==> config.mk <==
export PLATFORM = sky130hd
export DESIGN_NAME = xbus_cycle_port
export DESIGN_NICKNAME = d
export VERILOG_FILES = /design/src/rtl/xbus_pkg.sv /design/src/rtl/xbus_launch_ctl.sv /design/src/rtl/xbus_status_unit.sv /design/src/rtl/xbus_cycle_port.sv
export SDC_FILE = /design/constraint.sdc
export NUM_CORES = 1
export LEC_CHECK = 0
export BUFFER_PORTS_ARGS = -buffer_cell sky130_fd_sc_hd__buf_4
export CORE_MARGIN = 2
export CORE_UTILIZATION = 50
export CTS_CLUSTER_DIAMETER = 100
export DETAILED_ROUTE_END_ITERATION = 6
export PLACE_DENSITY = 0.75
export SYNTH_ARGS = -nofsm -noshare
export SYNTH_HDL_FRONTEND = slang
export SYNTH_SLANG_ARGS = --single-unit
export TNS_END_PERCENT = 50
==> constraint.sdc <==
create_clock -name clk -period 2.5 [get_ports clk]
set_clock_uncertainty 0.05 [all_clocks]
set_input_delay 0.25 -clock clk [delete_from_list [all_inputs] [get_ports clk]]
set_output_delay 0.25 -clock clk [all_outputs]
set_load 0.02 [all_outputs]
==> src/rtl/xbus_pkg.sv <==
package xbus_pkg;

    localparam int XB_DW    = 32;
    localparam int XB_LANES = XB_DW / 8;
    localparam int XB_OFF_W = 8;
    localparam int XB_NSTAT = 4;

    localparam logic [XB_OFF_W-1:0] OFF_ADDR = 8'h00;
    localparam logic [XB_OFF_W-1:0] OFF_CMD  = 8'h04;
    localparam logic [XB_OFF_W-1:0] OFF_WDAT = 8'h08;
    localparam logic [XB_OFF_W-1:0] OFF_RDAT = 8'h0C;
    localparam logic [XB_OFF_W-1:0] OFF_STAT = 8'h20;
    localparam logic [XB_OFF_W-1:0] OFF_IEN  = 8'h24;

    typedef enum logic [3:0] {
        CMD_IO_RD  = 4'h2,
        CMD_IO_WR  = 4'h3,
        CMD_MEM_RD = 4'h6,
        CMD_MEM_WR = 4'h7,
        CMD_CFG_RD = 4'hA,
        CMD_CFG_WR = 4'hB
    } xb_cmd_e;

    typedef struct packed {
        logic [3:0]          cmd;
        logic [XB_LANES-1:0] be_n;
        logic [XB_DW-1:0]    addr;
        logic [XB_DW-1:0]    wdata;
    } xb_req_t;

    typedef struct packed {
        logic loc_err;
        logic par_err;
        logic mabort;
        logic sys_err;
    } xb_stat_t;

    function automatic logic is_read_cmd(input logic [3:0] c);
        return (c == CMD_IO_RD) || (c == CMD_MEM_RD) || (c == CMD_CFG_RD);
    endfunction

    function automatic logic is_write_cmd(input logic [3:0] c);
        return (c == CMD_IO_WR) || (c == CMD_MEM_WR) || (c == CMD_CFG_WR);
    endfunction

    function automatic logic [XB_DW-1:0] lane_mask(input logic [XB_LANES-1:0] be_n);
        logic [XB_DW-1:0] m;
        for (int i = 0; i < XB_LANES; i++) begin
            m[i*8 +: 8] = {8{~be_n[i]}};
        end
        return m;
    endfunction

endpackage

==> src/rtl/xbus_launch_ctl.sv <==
module xbus_launch_ctl
    import xbus_pkg::*;
(
    input  logic                clk,
    input  logic                rst,
    input  logic                addr_we,
    input  logic                cmd_we,
    input  logic                wdat_we,
    input  logic [XB_DW-1:0]    wr_data,
    output logic                busy_o,
    output logic [XB_DW-1:0]    addr_o,
    output logic [7:0]          cmd_o,
    output logic [XB_DW-1:0]    wdat_o,
    output logic [XB_DW-1:0]    rdat_o,
    output xb_req_t             req_o,
    input  logic                bus_done,
    input  logic                bus_abort,
    input  logic [XB_DW-1:0]    bus_rdata,
    output logic                abort_evt_o
);

    logic            busy_q;
    logic            rd_cyc_q;
    logic [XB_DW-1:0] addr_q, wdat_q, rdat_q;
    logic [7:0]      cmd_q;
    xb_req_t         req_q;
    logic            launch_rd, launch_wr, finish;

    assign launch_rd   = cmd_we  && is_read_cmd(wr_data[3:0]);
    assign launch_wr   = wdat_we && is_write_cmd(cmd_q[3:0]);
    assign finish      = busy_q && bus_done;
    assign abort_evt_o = finish && bus_abort;

    always_ff @(posedge clk) begin
        if (rst) begin
            busy_q   <= 1'b0;
            rd_cyc_q <= 1'b0;
            addr_q   <= '0;
            cmd_q    <= '0;
            wdat_q   <= '0;
            rdat_q   <= '0;
            req_q    <= '0;
        end else begin
            if (addr_we) addr_q <= wr_data;
            if (cmd_we)  cmd_q  <= wr_data[7:0];
            if (wdat_we) wdat_q <= wr_data;

            if (launch_rd) begin
                busy_q     <= 1'b1;
                rd_cyc_q   <= 1'b1;
                req_q.cmd  <= wr_data[3:0];
                req_q.be_n <= wr_data[7:4];
                req_q.addr <= addr_q;
                req_q.wdata <= '0;
            end else if (launch_wr) begin
                busy_q     <= 1'b1;
                rd_cyc_q   <= 1'b0;
                req_q.cmd  <= cmd_q[3:0];
                req_q.be_n <= cmd_q[7:4];
                req_q.addr <= addr_q;
                req_q.wdata <= wr_data & lane_mask(cmd_q[7:4]);
            end else if (finish) begin
                busy_q <= 1'b0;
                if (bus_abort) begin
                    if (rd_cyc_q) rdat_q <= '1;
                end else if (rd_cyc_q) begin
                    rdat_q <= bus_rdata & lane_mask(req_q.be_n);
                end
            end
        end
    end

    assign busy_o = busy_q;
    assign addr_o = addr_q;
    assign cmd_o  = cmd_q;
    assign wdat_o = wdat_q;
    assign rdat_o = rdat_q;
    assign req_o  = req_q;

    AST_REQ_STABLE: assert property (@(posedge clk) disable iff (rst)
        busy_q && !bus_done |=> busy_q && $stable(req_q));
    AST_ABORT_ONES: assert property (@(posedge clk) disable iff (rst)
        busy_q && bus_done && bus_abort && rd_cyc_q |=> rdat_q == '1);
    AST_LAUNCH_IDLE: assert property (@(posedge clk) disable iff (rst)
        (addr_we || cmd_we || wdat_we) |-> !busy_q);
    AST_DONE_FREES: assert property (@(posedge clk) disable iff (rst)
        busy_q && bus_done |=> !busy_q);

endmodule

==> src/rtl/xbus_status_unit.sv <==
module xbus_status_unit
    import xbus_pkg::*;
(
    input  logic                clk,
    input  logic                rst,
    input  xb_stat_t            set_evt,
    input  logic                clr_we,
    input  logic [XB_NSTAT-1:0] clr_bits,
    input  logic                ien_we,
    input  logic [XB_NSTAT-1:0] ien_data,
    output logic [XB_NSTAT-1:0] stat_o,
    output logic [XB_NSTAT-1:0] ien_o,
    output logic                irq_o
);

    logic [XB_NSTAT-1:0] stat_q, ien_q, clr_mask;

    assign clr_mask = clr_we ? clr_bits : '0;

    always_ff @(posedge clk) begin
        if (rst) begin
            stat_q <= '0;
            ien_q  <= '0;
        end else begin
            stat_q <= (stat_q & ~clr_mask) | set_evt;
            if (ien_we) ien_q <= ien_data;
        end
    end

    assign stat_o = stat_q;
    assign ien_o  = ien_q;
    assign irq_o  = |(stat_q & ien_q);

    AST_ABORT_LATCH: assert property (@(posedge clk) disable iff (rst)
        set_evt.mabort |=> stat_q[1]);
    AST_W1C_CLEAR: assert property (@(posedge clk) disable iff (rst)
        clr_we && clr_bits[1] && !set_evt.mabort |=> !stat_q[1]);
    AST_STICKY: assert property (@(posedge clk) disable iff (rst)
        stat_q[3] && !(clr_we && clr_bits[3]) |=> stat_q[3]);

endmodule

==> src/rtl/xbus_cycle_port.sv <==
module xbus_cycle_port
    import xbus_pkg::*;
(
    input  logic                clk,
    input  logic                rst,
    input  logic [XB_OFF_W-1:0] cpu_addr,
    input  logic                cpu_wr,
    input  logic                cpu_rd,
    input  logic [XB_DW-1:0]    cpu_wdata,
    output logic [XB_DW-1:0]    cpu_rdata,
    output logic                cpu_wait,
    input  logic                err_sys,
    input  logic                err_par,
    input  logic                err_loc,
    output logic                bus_req,
    output logic [3:0]          bus_cmd,
    output logic [XB_LANES-1:0] bus_be_n,
    output logic [XB_DW-1:0]    bus_addr,
    output logic [XB_DW-1:0]    bus_wdata,
    input  logic                bus_done,
    input  logic                bus_abort,
    input  logic [XB_DW-1:0]    bus_rdata,
    output logic                irq
);

    logic                busy;
    logic                wr_ok;
    logic [XB_DW-1:0]    addr_r, wdat_r, rdat_r;
    logic [7:0]          cmd_r;
    logic [XB_NSTAT-1:0] stat_r, ien_r;
    logic                abort_evt;
    xb_req_t             req;
    xb_stat_t            set_evt;

    assign cpu_wait = busy && (cpu_wr || cpu_rd);
    assign wr_ok    = cpu_wr && !busy;

    assign set_evt = '{loc_err: err_loc, par_err: err_par,
                       mabort: abort_evt, sys_err: err_sys};

    xbus_launch_ctl u_launch (
        .clk        (clk),
        .rst        (rst),
        .addr_we    (wr_ok && cpu_addr == OFF_ADDR),
        .cmd_we     (wr_ok && cpu_addr == OFF_CMD),
        .wdat_we    (wr_ok && cpu_addr == OFF_WDAT),
        .wr_data    (cpu_wdata),
        .busy_o     (busy),
        .addr_o     (addr_r),
        .cmd_o      (cmd_r),
        .wdat_o     (wdat_r),
        .rdat_o     (rdat_r),
        .req_o      (req),
        .bus_done   (bus_done),
        .bus_abort  (bus_abort),
        .bus_rdata  (bus_rdata),
        .abort_evt_o(abort_evt)
    );

    xbus_status_unit u_status (
        .clk      (clk),
        .rst      (rst),
        .set_evt  (set_evt),
        .clr_we   (wr_ok && cpu_addr == OFF_STAT),
        .clr_bits (cpu_wdata[XB_NSTAT-1:0]),
        .ien_we   (wr_ok && cpu_addr == OFF_IEN),
        .ien_data (cpu_wdata[XB_NSTAT-1:0]),
        .stat_o   (stat_r),
        .ien_o    (ien_r),
        .irq_o    (irq)
    );

    always_comb begin
        cpu_rdata = '0;
        case (cpu_addr)
            OFF_ADDR: cpu_rdata = addr_r;
            OFF_CMD:  cpu_rdata = {{(XB_DW-8){1'b0}}, cmd_r};
            OFF_WDAT: cpu_rdata = wdat_r;
            OFF_RDAT: cpu_rdata = rdat_r;
            OFF_STAT: cpu_rdata = {{(XB_DW-XB_NSTAT){1'b0}}, stat_r};
            OFF_IEN:  cpu_rdata = {{(XB_DW-XB_NSTAT){1'b0}}, ien_r};
            default:  cpu_rdata = '0;
        endcase
    end

    assign bus_req   = busy;
    assign bus_cmd   = req.cmd;
    assign bus_be_n  = req.be_n;
    assign bus_addr  = req.addr;
    assign bus_wdata = req.wdata;

    AST_IRQ_SOURCE: assert property (@(posedge clk) disable iff (rst)
        irq |-> stat_r != '0);

endmodule

==> After elaboration in Yosys (flattened, before gate mapping) <==
Cells that the tools add are included.
{ "classes": {"reduce_logical": 23, "muxes": 12, "n_eq_ne": 11, "n_bitwise": 16} }
{ "op_table": {"columns": ["operator", "count"], "rows": [
  ["32-bit case mux with 6 select lines", 1],
  ["72-bit two-way mux", 2],
  ["32-bit two-way mux", 3],
  ["32-bit bitwise AND", 2],
  ["8-bit by 4-bit equality test with 1-bit output (second input constant)", 2],
  ["8-bit by 6-bit equality test with 1-bit output (second input constant)", 2],
  ["1-bit logical AND", 11],
  ["1-bit NOT", 10],
  ["4-bit bitwise AND", 2],
  ["4-bit by 2-bit equality test with 1-bit output (second input constant)", 2],
  ["4-bit by 3-bit equality test with 1-bit output (second input constant)", 2],
  ["4-bit equality test (second input constant)", 2],
  ["8-bit by 3-bit equality test with 1-bit output (second input constant)", 1],
  ["8-bit logical NOT", 1],
  ["1-bit logical OR", 5],
  ["1-bit two-way mux", 5],
  ["4-bit two-way mux", 1],
  ["4-bit NOT", 1],
  ["4-bit OR", 1],
  ["4-bit AND reduction", 1],
  ["4-bit OR reduction", 1],
  ["3-bit nonzero test", 1],
  ["2-bit nonzero test", 1],
  ["2-bit OR reduction", 1],
  ["1-bit logical NOT", 1]
]} }
{ "word_totals": {"wordCells": 74, "out_inout_bits": 107, "input_bits": 81, "regBits": 186} }

==> Logic depth before layout (Yosys ltp) <==
{ "depth": {"word_depth": 7, "ltp_mapped": 7, "mapped_depth_nobuf": 4} }

==> By module <==
Synthesis repeated with hierarchy kept, for this count alone.
{ "unflattened": {"cells_unflattened": 897, "hier_area_um2": 8301.7} }
{ "modules_own_cells": {"columns": ["module", "seq_area_each_um2", "area_each_um2", "n_inst", "cells_each"], "rows": [
  ["xbus_launch_ctl", 3563.4, 6802.8, 1, 713],
  ["xbus_cycle_port", 0.0, 1183.6, 1, 151],
  ["xbus_status_unit", 160.2, 315.3, 1, 33]
]} }

==> Worst setup path before layout <==
Ideal clock, no wire load.
{ "synth_path": {"path_kind": "input -> output", "start": "input port cpu_addr[4]", "end": "output port cpu_rdata[19]", "stages": 6, "slack_ns": 0.432, "arrival_time_ns": 1.768, "t_required_ns": 2.200, "path_buffers": 2, "path_cell_list": "or4_1 > buf_2 > nor3_2 > clkbuf_1 > a22oi_1 > nand2_1"} }
{ "synth_via": {"elab_chain_cells": 2, "elab_cells_between_ends": 7, "classes_between": "5 x eq/ne; 1 x mux; 1 x reduce/logical"} }
{ "synth_lines": {"columns": ["element", "line", "rtl"], "rows": [
  ["from (decl)", "xbus_cycle_port.sv:6", "input logic [XB_OFF_W-1:0] cpu_addr,"],
  ["8-bit by 6-bit equality test with 1-bit output (tied with other cells)", "xbus_cycle_port.sv:75", "case (cpu_addr)"],
  ["32-bit case mux with 6 select lines *", "xbus_cycle_port.sv:75", null],
  ["to (decl)", "xbus_cycle_port.sv:10", "output logic [XB_DW-1:0] cpu_rdata,"]
]} }
Mark *: on every way between the ends. The rest lies on a longest branch, timed or not.

==> Final worst setup path <==
{ "layout_path": {"start": "input port cpu_addr[5]", "end": "output port cpu_rdata[24]"} }
Same word-level chain as after synthesis.

==> flow_metrics.py <==
metrics = {
    "logic_synthesis": {
        "syn-num-nets": 1064,
        "syn_area_per_cell_um2": 8.161,
        "synth_flop_cell": "dfxtp_1",
        "synth_cell_types": 46,
        "syn-cell-area_um2": 8023,
        "synth-seq-area-share_pct": 46.41,
        "synth_seq_cells": 186,
        "synthCells": 983,
        "synth_edf_count": 0,
        "synthArstFlopShare_pct": 0,
        "yosys_warnings": 0,
    },
    "detailed_routing": {
        "first_iter_violations": 691,
        "routed_wl_mm": 25.07,
        "drc": 0,
        "viasPerCell": 5.712,
        "dr.pass1.iters": 7,
        "routed-via-count": 7785,
        "wire_per_inst_um": 18.40,
        "final_antenna_net_count": 0,
    },
    "floorplanning": {
        "start_util_pct": 50.87,
        "fp.coreArea_um2": 15770,
        "rows": 46,
        "dieArea_um2": 17070,
        "pin_count": 188,
        "die_w_um": 130.7,
        "die_y_um": 130.7,
    },
    "sta": {
        "post-route-min-period_ns": 2.277,
        "drv_slew": 0,
        "rsz0062_at_grt": "false",
        "max_freq_mhz": 439.2,
        "relSlewSlack_pct": 52.83,
        "hold_viol_final": 0,
        "finalSetupViolCount": 0,
        "period_share_pct": 91.08,
        "hold_slack_ns": 0.02308,
        "worstMarginPinSlew_ns": 0.7075,
        "setup_tns_ns": 0,
    },
    "final_layout": {
        "areaGrowthSynthToFinish_pct": 28.15,
        "final_layout_size_suffix_gt1_share_pct": 23.04,
        "nets": 1214,
    },
    "clock_network": {
        "root_buffer": "clkbuf_16",
        "insertion_delay_ns": 0.44,
        "cts_buffer_depth": 2,
        "h-tree-depth": 4,
        "clk_pin_slew_worst_paths_ns": 0.07,
        "cts.sinks": 186,
        "cts_tree": "yes",
        "cts_buffers": 17,
    },
    "place": {
        "globalplace.congestion": 0.9154,
        "dpl.hpwl_mm": 17.14,
        "port_buffers": 187,
    },
    "power": {
        "leakagePower_uw": 0.003828,
        "vdd_ir_drop_max_uv": 488.7,
        "power_density_nw_per_um2": 566.5,
    },
    "critical_path": {
        "endpoint_kind": "primary output",
        "critPathKind": "in -> out",
        "cp-start-kind": "input pin",
        "worstPathArrival_ns": 1.98,
        "cp.required_ns": 2.20,
        "path_max_fanout": 24,
    },
    "global_route": {
        "grt_usage_pct": 29.39,
        "grt_first_pass_wirelength_mm": 38.58,
        "antenna_found_initial": 2,
        "grt_max_degree": 70,
        "grt-ovfl-total": 0,
        "grt_pass1_vias": 7156,
    },
    "status": {
        "outcome": "complete, no violations",
    },
    "min_path": {
        "holdCritPathClass": "in -> reg",
    },
    "job": {
        "drv_cap": 0,
    },
}
[layout make-up]
| cell class | instances | area (um^2) |
|---|---|---|
| Multi-Input combinational cell | 693 | 3911 |
| Fill cell | 1418 | 5489 |
| Clock buffer | 19 | 442.9 |
| Tap cell | 216 | 270.3 |
| Clock inverter | 13 | 110.1 |
| Inverter | 17 | 63.81 |
| Sequential cell | 186 | 3724 |
| Antenna cell | 1 | 2.502 |
| Timing Repair Buffer | 218 | 1757 |
[cell families after synthesis]
group                  share of synthesized area (%)
flip-flops                                     46.41
AO/OA/AOI/OAI                                  20.13
AND/OR/NAND/NOR                                21.10
buffers and inverters                          5.349
multiplexers                                   7.003
[state kept, by name, indices dropped and copies added, names as in the netlist]
| name | cells |
|---|---|
| u_launch.rd_cyc_q | 1 |
| u_launch.rdat_o | 32 |
| u_launch.req_o | 72 |
| u_status.ien_o | 4 |
| u_launch.addr_o | 32 |
| u_status.stat_o | 4 |
| u_launch.wdat_o | 32 |
| u_launch.cmd_o | 8 |
| u_launch.busy_o | 1 |
[through the flow]
step / power, uW / setup slack (ns) / util [%] / instance area (um^2) / cells
2_1_floorplan: 3161 / 0.4316 / - / 8023 / 983
3_3_place_gp: 3338 / 0.2506 / 61.48 / 9696 / 1327
3_5_place_dp: 3339 / 0.2315 / 61.48 / 9696 / 1327
4_1_cts: 5848 / 0.2292 / 65.18 / 10280 / 1362
5_1_grt: 6005 / 0.1320 / 65.18 / 10280 / 1362
6_report: 5824 / 0.2230 / 65.19 / 10280 / 1363
[worst paths after layout]
check	from	end	slack (ns)	cells after the start
worst max register to register	u_launch.busy_o$_SDFFE_PP0P_	u_launch.req_o[44]$_SDFFE_PP0P_	0.49	5
worst max-delay path	cpu_addr[5]	cpu_rdata[24]	0.22	7
worst min register to register	u_launch.req_o[34]$_SDFFE_PP0P_	u_launch.req_o[34]$_SDFFE_PP0P_	0.41	2
worst min-delay path	cpu_wdata[24]	u_launch.addr_o[24]$_SDFFE_PP0P_	0.02	3
[cell usage after synthesis (6+ instances only)]
cell	n	share of area, %
nand2_1	249	12
dfxtp_1	186	46
a21oi_1	145	9.0
clkbuf_1	70	3.3
mux2i_1	46	5.7
nor2_1	42	2.0
o21ai_0	41	2.6
a211oi_1	32	3.0
nand4b_1	30	3.3
a22oi_1	20	1.9
inv_1	16	0.75
buf_2	13	0.81
nand3_1	11	0.69
a222oi_1	6	0.75
a31oi_1	6	0.47
o31ai_1	6	0.56
[layout by cell type (no fill, tap or decap), drive strengths merged, types with 2 or more instances in the layout]
cell | netlist | layout
nand2 | 249 | 249
buf | 17 | 215
dfxtp | 186 | 186
a21oi | 146 | 146
mux2i | 46 | 46
nor2 | 42 | 42
o21ai | 42 | 42
a211oi | 32 | 32
nand4b | 30 | 30
inv | 17 | 23
a22oi | 20 | 20
clkbuf | 70 | 19
nand3 | 11 | 11
a222oi | 6 | 6
o31ai | 6 | 6
a31oi | 6 | 6
nor3 | 6 | 6
or3 | 5 | 5
nand4 | 5 | 5
clkinv | 0 | 5
or4 | 4 | 4
o22a | 4 | 4
mux4 | 4 | 4
and3 | 4 | 4
o21a | 3 | 3
nor2b | 3 | 3
dlygate4sd3 | 0 | 3
or3b | 2 | 2
and3b | 2 | 2
a41o | 2 | 2
a21boi | 2 | 2
clkinvlp | 0 | 2
nor4 | 2 | 2
nor3b | 2 | 2
[critical path, stage by stage]
cell,delay [ns]
buf_4,0.16
or4_1,0.71
nor3_4,0.29
buf_12,0.21
a222oi_1,0.13
inv_1,0.07
buf_4,0.13
[metal layers]
layer  global-route usage [%]  share of wire (%)  up-vias
li1                         -                  -     3748
met1                    39.59                 43     3614
met2                    45.37                 45      369
met3                    7.695                8.8       52
met4                    11.45                2.9        2
met5                        0              0.052        -
[report_power, final]
group          leakage (uW)  switching (uW)  internal, uW
clock              0.000267            1220          1320
sequential          0.00150            4.84          2970
combinational       0.00206             181           129
[what timing repair did]
action / in CTS / in global routing
hold buffers: 3 / 0
setup buffers: 0 / 0
gates resized for setup: 0 / 0
endpoints found under the hold margin: 3 / 0
(Power assumes the default switching activity.)
